$ cat config.mk
export PLATFORM = sky130hd
export DESIGN_NAME = swallow_split
export DESIGN_NICKNAME = d
export VERILOG_FILES = /design/src/rtl/swallow_pkg.sv /design/src/rtl/swallow_div_engine.sv /design/src/rtl/swallow_field_check.sv /design/src/rtl/swallow_split.sv
export SDC_FILE = /design/constraint.sdc
export NUM_CORES = 1
export LEC_CHECK = 0
export BUFFER_PORTS_ARGS = -buffer_cell sky130_fd_sc_hd__buf_2
export CELL_PAD_IN_SITES_DETAIL_PLACEMENT = 0
export CELL_PAD_IN_SITES_GLOBAL_PLACEMENT = 1
export CORE_UTILIZATION = 38
export CTS_CLUSTER_SIZE = 8
export DETAILED_ROUTE_END_ITERATION = 6
export GPL_ROUTABILITY_DRIVEN = 0
export PLACE_DENSITY_LB_ADDON = 0.1
export SKIP_CTS_REPAIR_TIMING = 1
export SYNTH_ARGS = -nofsm -noshare
export SYNTH_HDL_FRONTEND = slang
export SYNTH_SLANG_ARGS = --single-unit
$ cat constraint.sdc
create_clock -name clk -period 1.7 [get_ports clk]
set_input_delay 0.17 -clock clk [delete_from_list [all_inputs] [get_ports clk]]
set_output_delay 0.17 -clock clk [all_outputs]
set_load 0.02 [all_outputs]
$ cat src/rtl/swallow_pkg.sv
// Shared helpers for the swallow counter split calculator.
// Assumes: only constant arguments at elaboration time.
package swallow_pkg;

    // True when v is a nonzero power of two.
    function automatic bit is_pow2(input int unsigned v);
        return (v != 0) && ((v & (v - 1)) == 0);
    endfunction

endpackage

$ cat src/rtl/swallow_div_engine.sv
// Divides a ratio by the constant MOD in a fixed RATIO_W cycles.
// For a power-of-two MOD it loads a shift-and-mask result and only counts
// the cycles; otherwise it runs a restoring step per cycle, MSB first.
// Assumes: MOD >= 2, RATIO_W >= DW, start only while not busy.
module swallow_div_engine #(
    parameter int RATIO_W = 18,
    parameter int MOD     = 64,
    localparam int DW     = $clog2(MOD) + 1,
    localparam int CW     = $clog2(RATIO_W + 1)
) (
    input  logic               clk,
    input  logic               rst_n,
    input  logic               start,
    input  logic [RATIO_W-1:0] ratio,
    output logic               done,
    output logic [RATIO_W-1:0] quot,
    output logic [DW-1:0]      rem
);
    localparam int SH = $clog2(MOD);

    logic               busy;
    logic [CW-1:0]      cnt;
    logic [RATIO_W-1:0] quo_q;
    logic [DW-1:0]      rem_q;

    // Step counter: RATIO_W busy cycles, then a one-cycle done pulse.
    always_ff @(posedge clk) begin
        if (!rst_n) begin
            busy <= 1'b0;
            cnt  <= '0;
            done <= 1'b0;
        end else begin
            done <= busy && (cnt == CW'(RATIO_W - 1));
            if (start) begin
                busy <= 1'b1;
                cnt  <= '0;
            end else if (busy) begin
                cnt <= cnt + 1'b1;
                if (cnt == CW'(RATIO_W - 1)) busy <= 1'b0;
            end
        end
    end

    generate
        if (swallow_pkg::is_pow2(MOD)) begin : g_shift
            // Power-of-two modulus: quotient and remainder loaded at start.
            always_ff @(posedge clk) begin
                if (!rst_n) begin
                    quo_q <= '0;
                    rem_q <= '0;
                end else if (start) begin
                    quo_q <= ratio >> SH;
                    rem_q <= DW'(ratio & RATIO_W'(MOD - 1));
                end
            end
        end else begin : g_restore
            logic [DW-1:0] trial;
            logic          fits;
            // One restoring trial: bring in the next dividend bit.
            always_comb begin
                trial = {rem_q[DW-2:0], quo_q[RATIO_W-1]};
                fits  = trial >= DW'(MOD);
            end
            // Shift the quotient in and keep the restored remainder.
            always_ff @(posedge clk) begin
                if (!rst_n) begin
                    quo_q <= '0;
                    rem_q <= '0;
                end else if (start) begin
                    quo_q <= ratio;
                    rem_q <= '0;
                end else if (busy) begin
                    quo_q <= {quo_q[RATIO_W-2:0], fits};
                    rem_q <= fits ? trial - DW'(MOD) : trial;
                end
            end
        end
    endgenerate

    assign quot = quo_q;
    assign rem  = rem_q;

    // the running remainder never reaches the modulus.
    p_rem_below_mod_r2: assert property (@(posedge clk) disable iff (!rst_n)
        rem_q < DW'(MOD));

    // the done pulse lasts a single cycle.
    p_done_pulse_r4: assert property (@(posedge clk) disable iff (!rst_n)
        done |=> !done);

endmodule

$ cat src/rtl/swallow_field_check.sv
// Maps the full quotient and remainder onto the main and swallow fields
// and flags results the counters cannot load.
// Assumes: RATIO_W >= DW and A_W >= DW - 1 (remainder always fits).
module swallow_field_check #(
    parameter int RATIO_W = 18,
    parameter int DW      = 7,
    parameter int N_W     = 11,
    parameter int A_W     = 7
) (
    input  logic [RATIO_W-1:0] quot,
    input  logic [DW-1:0]      rem,
    output logic [N_W-1:0]     n_field,
    output logic [A_W-1:0]     a_field,
    output logic               err
);
    logic too_wide;
    logic swallow_big;

    // Range tests on the full-width values, then field truncation.
    always_comb begin
        too_wide    = |(quot >> N_W);
        swallow_big = RATIO_W'(rem) >= quot;
        err         = too_wide || swallow_big;
        n_field     = N_W'(quot);
        a_field     = A_W'(rem);
    end

endmodule

$ cat src/rtl/swallow_split.sv
// Top: accepts a division ratio when idle, splits it into main and swallow
// counter values after RATIO_W + 1 cycles, and strobes the result.
// Assumes: MOD >= 2, MOD <= 2**A_W, N_W >= A_W, RATIO_W >= clog2(MOD) + 1.
module swallow_split #(
    parameter int RATIO_W = 18,
    parameter int MOD     = 64,
    parameter int N_W     = 11,
    parameter int A_W     = 7,
    parameter int R_W     = 14,
    parameter int REF_DIV = 1024
) (
    input  logic               clk,
    input  logic               rst_n,
    input  logic               in_valid,
    input  logic [RATIO_W-1:0] in_ratio,
    output logic               in_ready,
    output logic               out_valid,
    output logic [N_W-1:0]     out_n,
    output logic [A_W-1:0]     out_a,
    output logic [R_W-1:0]     out_r,
    output logic               out_err
);
    localparam int DW  = $clog2(MOD) + 1;
    localparam int LCW = $clog2(RATIO_W + 2);

    logic               busy_q;
    logic               accept;
    logic               eng_done;
    logic [RATIO_W-1:0] eng_quot;
    logic [DW-1:0]      eng_rem;
    logic [N_W-1:0]     n_next;
    logic [A_W-1:0]     a_next;
    logic               err_next;
    logic [LCW-1:0]     lat_cnt;

    assign in_ready = !busy_q;
    assign accept   = in_valid && !busy_q;
    assign out_r    = R_W'(REF_DIV);

    swallow_div_engine #(.RATIO_W(RATIO_W), .MOD(MOD)) u_engine (
        .clk   (clk),
        .rst_n (rst_n),
        .start (accept),
        .ratio (in_ratio),
        .done  (eng_done),
        .quot  (eng_quot),
        .rem   (eng_rem)
    );

    swallow_field_check #(.RATIO_W(RATIO_W), .DW(DW), .N_W(N_W), .A_W(A_W)) u_check (
        .quot    (eng_quot),
        .rem     (eng_rem),
        .n_field (n_next),
        .a_field (a_next),
        .err     (err_next)
    );

    // Busy tracking and result register; strobe when the engine finishes.
    always_ff @(posedge clk) begin
        if (!rst_n) begin
            busy_q    <= 1'b0;
            out_valid <= 1'b0;
            out_n     <= '0;
            out_a     <= '0;
            out_err   <= 1'b0;
        end else begin
            out_valid <= eng_done;
            if (accept) busy_q <= 1'b1;
            if (eng_done) begin
                busy_q  <= 1'b0;
                out_n   <= n_next;
                out_a   <= a_next;
                out_err <= err_next;
            end
        end
    end

    // Cycles since acceptance, used by the latency property.
    always_ff @(posedge clk) begin
        if (!rst_n)      lat_cnt <= '0;
        else if (accept) lat_cnt <= '0;
        else if (busy_q) lat_cnt <= lat_cnt + 1'b1;
    end

    // taking a ratio closes the input the next cycle.
    p_busy_blocks_r5: assert property (@(posedge clk) disable iff (!rst_n)
        (in_valid && in_ready) |=> !in_ready);

    // single-cycle strobe.
    p_single_strobe_r4: assert property (@(posedge clk) disable iff (!rst_n)
        out_valid |=> !out_valid);

    // strobe lands RATIO_W + 1 edges after acceptance.
    p_latency_r4: assert property (@(posedge clk) disable iff (!rst_n)
        out_valid |-> (lat_cnt == LCW'(RATIO_W + 1)));

    // result fields hold between strobes.
    p_hold_r9: assert property (@(posedge clk) disable iff (!rst_n)
        !out_valid |-> ($stable(out_n) && $stable(out_a) && $stable(out_err)));

    // a result without the flag has the swallow value below the main value.
    p_order_r7: assert property (@(posedge clk) disable iff (!rst_n)
        (out_valid && !out_err) |-> (N_W'(out_a) < out_n));

endmodule

== Word-level counts from Yosys, hierarchy flattened ==
Index checks and enable logic that the tools add are counted.

* $lt $le $gt $ge: 1
* Equality and inequality tests: 1
* Reduce and logical (&&, ||, !) cells: 6
* Mux-type cells: 3
* Add/sub/neg operators: 1
* Bitwise logic cells: 1

{| class="wikitable"
|+ Operators by type and width
! operator !! count
|-
| 6-bit by 12-bit >= comparator with 1-bit output || 1
|-
| 5-bit by 1-bit adder with 5-bit output (second input constant) || 1
|-
| 5-bit equality test (second input constant) || 1
|-
| 2-bit OR reduction || 2
|-
| 1-bit 2-to-1 mux || 3
|-
| 1-bit logical AND || 2
|-
| 1-bit logical NOT || 1
|-
| 1-bit logical OR || 1
|-
| 1-bit NOT || 1
|}

* Output and inout bits: 35
* Input bits: 21
* Bits in registers: 45

== Longest topological paths before layout ==
Gate-level depths: netlist (run 1).

* Depth in word-level cells: 4
* Gate-level depth with buffers: 6
* Gate-level depth less buffers: 6

== Cells and area by module ==
From an unflattened synthesis (run 1), not the netlist that was laid out.

* Cell total of the unflattened synthesis: 233
* Area, all modules: 2354.8 um^2

{| class="wikitable"
|+ By module, submodules not included
! module !! area each (um^2) !! seq. area each (um^2) !! cells an instance !! times used
|-
| swallow_div_engine || 1057.3 || 500.5 || 99 || 1
|-
| swallow_split || 928.4 || 420.4 || 85 || 1
|-
| swallow_field_check || 369.1 || 0.0 || 49 || 1
|}

== Least setup slack after synthesis (run 1) ==
OpenSTA, ideal clock, no wires.

* Path type: reg2reg
* Start: register u_engine.quo_q[2], in the netlist u_engine.quot[2]
* End: register out_err
* Buffers on the path: 0
* Setup slack: 0.557 ns
* Cell stages (with the launch flop): 7
* Required time: 1.578 ns
* Arrival time: 1.021 ns
* Period minus slack after synthesis: 1.143 ns
* Cells stage by stage: dfxtp_1 inv_1 ha_1 a21oi_1 o21ai_0 a21oi_1 a211oi_1

* Cells in the longest elaborated chain, start to end: 2

{| class="wikitable"
|+ Ends and longest elaborated chain
! item !! RTL line !! RTL
|-
| from (decl) || swallow_div_engine.sv:23 || <nowiki>logic [RATIO_W-1:0] quo_q;</nowiki>
|-
| from (signal assigned) || swallow_div_engine.sv:52 || <nowiki>quo_q <= ratio >> SH;</nowiki>
|-
| 6-bit by 12-bit >= comparator with 1-bit output || swallow_field_check.sv:22 || <nowiki>swallow_big = RATIO_W'(rem) >= quot;</nowiki>
|-
| 1-bit logical OR || swallow_field_check.sv:23 || <nowiki>err = too_wide || swallow_big;</nowiki>
|-
| to (signal assigned) || swallow_split.sv:73 || <nowiki>out_err <= err_next;</nowiki>
|-
| to (decl) || swallow_split.sv:21 || <nowiki>output logic out_err</nowiki>
|}

No other way between the ends.
A chain may end at the register's enable or synchronous reset.

== Worst setup path in the final report (run 1) ==
Same ends and word-level chain as after synthesis.

==> impl_metrics.ini, run 1 <==
[outcome]
status = finished clean

[setup_path]
required_ns = 1.88
slowest_stage = dfxtp_1
cp_cell_sequence = inv_1, ha_1, a21oi_1, o21ai_0, a21oi_1, a211oi_1
crit_top_cell = a21oi_1
cp_top_family = compound AO/OA/AOI/OAI gates
criticalPathCategory = reg2reg
worstPathMaxFanout = 2
path_buf_inv = 1
start_kind = flip-flop
cp_data_arrival_time_ns = 1.43
end_kind = flip-flop
slowest_delay_ns = 0.34

[sta]
fin_ws_ns = 0.4501
fin_setup_tns_ns = 0
clock_skew_ns = 0.01201
max_freq_mhz = 800.1
drv_slew = 0
layout_min_cycle_time_ns = 1.250
finalHoldViolCount = 0
final_min_period_over_clock_period = 0.7352
rsz0062_at_grt = false
setup_violations = 0

[floorplanning]
pin_count = 56
die_x_um = 72.79
die_h_um = 72.79
fp-row-count = 25
fp.dieArea_mm2 = 0.005298
start_util = 0.3979
core_mm2 = 0.004786

[finish]
fin_cells = 292
fillCellCount = 463
fin_util = 0.4559
antennaDiodeCount = 0
drive_gt1_frac = 0.2800
fin_nets = 253
syn_to_final_growth_pct = 14.59

[synthesis]
synth_area_per_cell_um2 = 10.29
ys_seq_elements = 45
ys_async_sr_fraction = 0
synth_ff_type = dfxtp_1
synth_edf_count = 0
ys_seq_area_frac = 0.4731
syn_inst = 185
synth_warnings = 0
syn_area_mm2 = 0.001904
ys_types = 32

[route]
drt-pass1-iter-count = 4
drt-total-wl_um = 3610
drcViolationCount = 0
antenna_left = 0
via_count = 1307
drt-vias-per-instance = 4.476
wl_per_cell_um = 12.36
drt_iter0_drc = 27

[placement]
numPortBuffers = 40
dp_hpwl_um = 2578
pre_cts_slack_ns = 0.4802
dp_cells = 284

[clock_tree]
cts_root_buffer = clkbuf_8
path_clk_slew_ns = 0.09
htreeDepth = 2
insertion_delay_ns = 0.30
ctsLongestPathBuffers = 2
clock_sinks = 45
cts_buffers = 5
cts_tree = done

[power_and_ir_drop]
ir_worst_vdd_uv = 497.3
power.density_mw_per_mm2 = 955.2
p_leak_uw = 0.0009247

[global_route]
grt_max_degree = 20
grt_antenna_before_repair = 0
grt_pass1_wl_um = 5740
grt_pass1_vias = 1221
grtUsageTotal = 0.1465
grt_overflow = 0

[min_path]
hold_path_class = in2reg

[job]
cap_violations = 0
-- report_power, final --
part | switching (µW) | leakage (µW) | internal, µW
clock network | 351 | 0.0000554 | 441
registers | 29.3 | 0.000366 | 1090
logic | 103 | 0.000503 | 72.3
total | 484 | 0.000925 | 1600
-- layer usage --
layer	global-route usage	up-vias	wire length (µm)
li1	-	666	-
met1	0.1826	590	1675
met2	0.2347	44	1682
met3	0.04282	7	190
met4	0.06536	0	62
met5	0	-	0
-- area by class of cell --
type | instances | area, µm² | area share
clock buffers | 6 | 72.57 | 0.03326
clock inverters | 2 | 38.79 | 0.01778
inverters | 8 | 30.03 | 0.01376
multi-input cells | 120 | 825.8 | 0.3784
flip-flops and latches | 45 | 900.9 | 0.4128
well taps | 67 | 83.83 | 0.03842
repair buffers | 44 | 230.2 | 0.1055
-- worst register-to-register path: cells and delay by family (launching register included) --
| family | cells | cell delay (ns) |
|---|---|---|
| compound gates | 4 | 0.46 |
| buf+inv | 1 | 0.05 |
| flops | 1 | 0.34 |
| fa+ha+maj | 1 | 0.30 |
-- cells in the final DEF (no fill, tap or decap), drive strengths merged, types with 4 or more instances in the layout --
| cell | n |
|---|---|
| a21oi | 4 |
| a22o | 12 |
| buf | 44 |
| clkbuf | 6 |
| conb | 15 |
| dfxtp | 45 |
| ha | 8 |
| inv | 8 |
| mux2i | 17 |
| nand2 | 11 |
| nor2 | 8 |
| nor2b | 18 |
| o21ai | 8 |
-- registers in the layout, summed over array words and instances, names as in the netlist --
name	cells
busy_q	1
out_a	6
out_err	1
out_n	11
out_valid	1
u_engine.busy	1
u_engine.cnt	5
u_engine.done	1
u_engine.quot	12
u_engine.rem	6
-- stage by stage --
stage | hold WS [ns] | cell area (µm²) | power [µW]
CTS | 0.06414 | 2182 | 2116
floorplan | 0.2786 | 1953 | 1294
detailed placement | 0.3743 | 2071 | 1317
finish | 0.07476 | 2182 | 2084
global placement | 0.3690 | 2071 | 1313
global route | 0.06173 | 2182 | 2192
-- synthesized netlist by cell type (4+ instances only) --
cell type  number  area [µm²]
a21oi_1         4       20.02
a22o_2          9       90.09
buf_4          16       120.1
buf_6           4       45.04
dfxtp_1        45       900.9
ha_1            8       100.1
inv_1           7       26.28
mux2i_1        17       170.2
nand2_1        11       41.29
nor2_1          8       30.03
nor2b_1        18       112.6
o21ai_0         8       40.04
-- cells by family (layout without fill, tap and decap cells) --
group,after synthesis,after routing,synth area share
xor+xnor,4,4,0.01840
other cells,2,15,0.003944
simple gates,48,48,0.1354
compound gates,28,28,0.1084
mux,17,17,0.08935
flops,45,45,0.4731
buf+inv,33,60,0.1189
fa+ha+maj,8,8,0.05256
-- worst paths after layout --
path / startpoint / end / slack, ns / depth (start not counted)
worst max-delay path: u_engine.quot[2] / out_err / 0.45 / 6
worst min-delay path: in_ratio[7] / u_engine.quot[1] / 0.07 / 3
worst max register to register: u_engine.quot[2] / out_err / 0.45 / 6
worst min register to register: u_engine.quot[5] / u_engine.quot[5] / 0.50 / 2
Power figures use the tool's default switching activity.
==> inputs of run 2 (changes only) <==
--- a/config.mk
+++ b/config.mk
@@ -5,10 +5,11 @@
 export SDC_FILE = /design/constraint.sdc
 export NUM_CORES = 1
 export LEC_CHECK = 0
+export ABC_AREA = 1
 export BUFFER_PORTS_ARGS = -buffer_cell sky130_fd_sc_hd__buf_2
 export CELL_PAD_IN_SITES_DETAIL_PLACEMENT = 0
 export CELL_PAD_IN_SITES_GLOBAL_PLACEMENT = 1
-export CORE_UTILIZATION = 38
+export CORE_UTILIZATION = 33
 export CTS_CLUSTER_SIZE = 8
 export DETAILED_ROUTE_END_ITERATION = 6
 export GPL_ROUTABILITY_DRIVEN = 0
==> constraint.sdc (replaced) <==
create_clock -name clk -period 1.1 [get_ports clk]
set_input_delay 0.11 -clock clk [delete_from_list [all_inputs] [get_ports clk]]
set_output_delay 0.11 -clock clk [all_outputs]
set_load 0.02 [all_outputs]
==> run 2 against run 1 <==
Critical path depth rose by 4. Worst setup slack got worse by 0.49 ns. Cell area rose by 11%. Critical path type unchanged. Utilization fell by 1.8 points. Largest cell class unchanged. Combinational power rose to 2.5 times the previous value. Clock power rose by 43%. The flow now finishes with violations (setup timing).
==> impl_metrics.ini, run 2 <==
[outcome]
status = complete, but fails checks
violations = setup timing

[placement]
numPortBuffers = 40
dp_hpwl_um = 2725

[synthesis]
synth_ff_type = dfxtp_1
synthMostInstantiatedCell = dfxtp_1
ys_seq_elements = 45
yosysTopAreaCellShare = 0.4749
ys_seq_area_frac = 0.4749
yosys-top-cells-area = dfxtp_1 47%, nand2_1 7.7%, buf_4 6.7%
synth_area_per_cell_um2 = 8.176
synth_top_area_cell = dfxtp_1
synth_warnings = 0
synth_common_cells = 45 x dfxtp_1, 39 x nand2_1, 29 x inv_1, 25 x o21ai_0, 20 x nand3_1
ys_types = 23
syn_inst = 232
synth_edf_count = 0
syn_area_mm2 = 0.001897
ys_async_sr_fraction = 0

[floorplanning]
core_mm2 = 0.005507
die_x_um = 77.82
fp.dieArea_mm2 = 0.006055
start_util = 0.3445
pin_count = 56
die_h_um = 77.82
fp-row-count = 27

[global_route]
grtUsageTotal = 0.1369
grt_antenna_before_repair = 0
grt_max_degree = 20
grt_pass1_vias = 1314
grt_overflow = 0
grt_pass1_wl_um = 6237

[job]
cap_violations = 0

[route]
wl_per_cell_um = 11.31
drt-vias-per-instance = 4.233
antenna_left = 0
drt-total-wl_um = 4028
drt_iter0_drc = 51
drcViolationCount = 0
drt-pass1-iter-count = 3
via_count = 1507

[sta]
final_min_period_over_clock_period = 1.034
clock_skew_ns = 0.008641
finalHoldViolCount = 0
drv_slew = 0
fin_setup_tns_ns = -0.03704
layout_min_cycle_time_ns = 1.137
setup_violations = 1
fin_ws_ns = -0.03704
max_freq_mhz = 879.5
rsz0062_at_grt = true

[setup_path]
worstPathMaxFanout = 3
criticalPathCategory = reg2reg
required_ns = 1.30
end_kind = flip-flop
cp_data_arrival_time_ns = 1.33
start_kind = flip-flop

[clock_tree]
ctsLongestPathBuffers = 2
clock_sinks = 45
htreeDepth = 2
insertion_delay_ns = 0.30
cts_buffers = 5
path_clk_slew_ns = 0.09
cts_tree = done
cts_root_buffer = clkbuf_8

[finish]
syn_to_final_growth_pct = 27.18
largest_reg_flops = 12
layout_common_cells = 40 x buf_2, 37 x nand2_1, 35 x dfxtp_1
drive_gt1_frac = 0.3345
fillCellCount = 588
antennaDiodeCount = 0
fin_nets = 312
final_common_cell = buf_2

[min_path]
hold_path_class = in2reg

[power_and_ir_drop]
ir_worst_vdd_uv = 534.3
p_total_uw = 3296
power.density_mw_per_mm2 = 1366
p_leak_uw = 0.001083
run 2: cell count changes in the layout (fill, tap and decap cells not counted), sizes merged, moves of 12 or more:
cell,change
o21ai,+28
nor2b,-18
mux2i,-17
nand3,+18
inv,+24
nand2,+29
a22o,-12
run 2: per-stage QoR:
step / hold slack [ns] / setup slack (ns) / std cells / util / instance area (µm²)
2_1_floorplan: 0.2202 / -0.01737 / 245 / - / 1946
6_report: 0.03074 / -0.03704 / 356 / 0.4381 / 2412
3_3_place_gp: 0.3346 / -0.08310 / 344 / 0.3895 / 2145
4_1_cts: 0.02579 / -0.1166 / 352 / 0.4079 / 2246
5_1_grt: 0.02770 / -0.1346 / 356 / 0.4381 / 2412
3_5_place_dp: 0.3400 / -0.09389 / 344 / 0.3895 / 2145
run 2: cell families (layout without fill, tap and decap cells):
logic type / after synthesis / after routing / synth area share
compound gates: 42 / 42 / 0.1141
fa+ha+maj: 8 / 8 / 0.05277
buf+inv: 54 / 93 / 0.1537
flops: 45 / 45 / 0.4749
other cells: 2 / 15 / 0.003959
simple gates: 81 / 81 / 0.2005
run 2: where the power goes:
group	leakage, µW	total (µW)	switching [µW]	internal (µW)
Clock	0.0000542	1130	563	569
Sequential	0.000370	1720	38.6	1680
Combinational	0.000659	445	256	188
run 2: worst paths after layout:
check	start	endpoint	slack, ns	cells after the start
hold / removal	in_valid	busy_q	0.03	2
hold reg to reg	out_err	out_err	0.46	2
setup reg to reg	u_engine.quot[3]	out_err	-0.04	10
setup / recovery	u_engine.quot[3]	out_err	-0.04	10
run 2: final cells by class:
class | count | area (µm²) | area share
Sequential cell | 45 | 913.4 | 0.3786
Multi-Input combinational cell | 146 | 848.3 | 0.3517
Clock buffer | 7 | 96.34 | 0.03994
Tap cell | 72 | 90.09 | 0.03734
Inverter | 32 | 120.1 | 0.04979
Timing Repair Buffer | 53 | 339.1 | 0.1406
Clock inverter | 1 | 5.005 | 0.002075
run 2: worst max-delay path, cell delays in order (launching register included):
cell and delay (ns):
dfxtp_2 0.32, inv_2 0.07, ha_4 0.20, nand2_4 0.07, nor2_2 0.04, nor2_1 0.09, nand2_1 0.06, nand2_1 0.05
nand2_1 0.04, nand2_1 0.05, nand2_1 0.04
run 2: layer usage:
metal | global-route usage | share of wire
met1 | 0.1836 | 0.49
met5 | 0 | 0
met3 | 0.03765 | 0.047
met4 | 0.05094 | 0.012
met2 | 0.2080 | 0.45
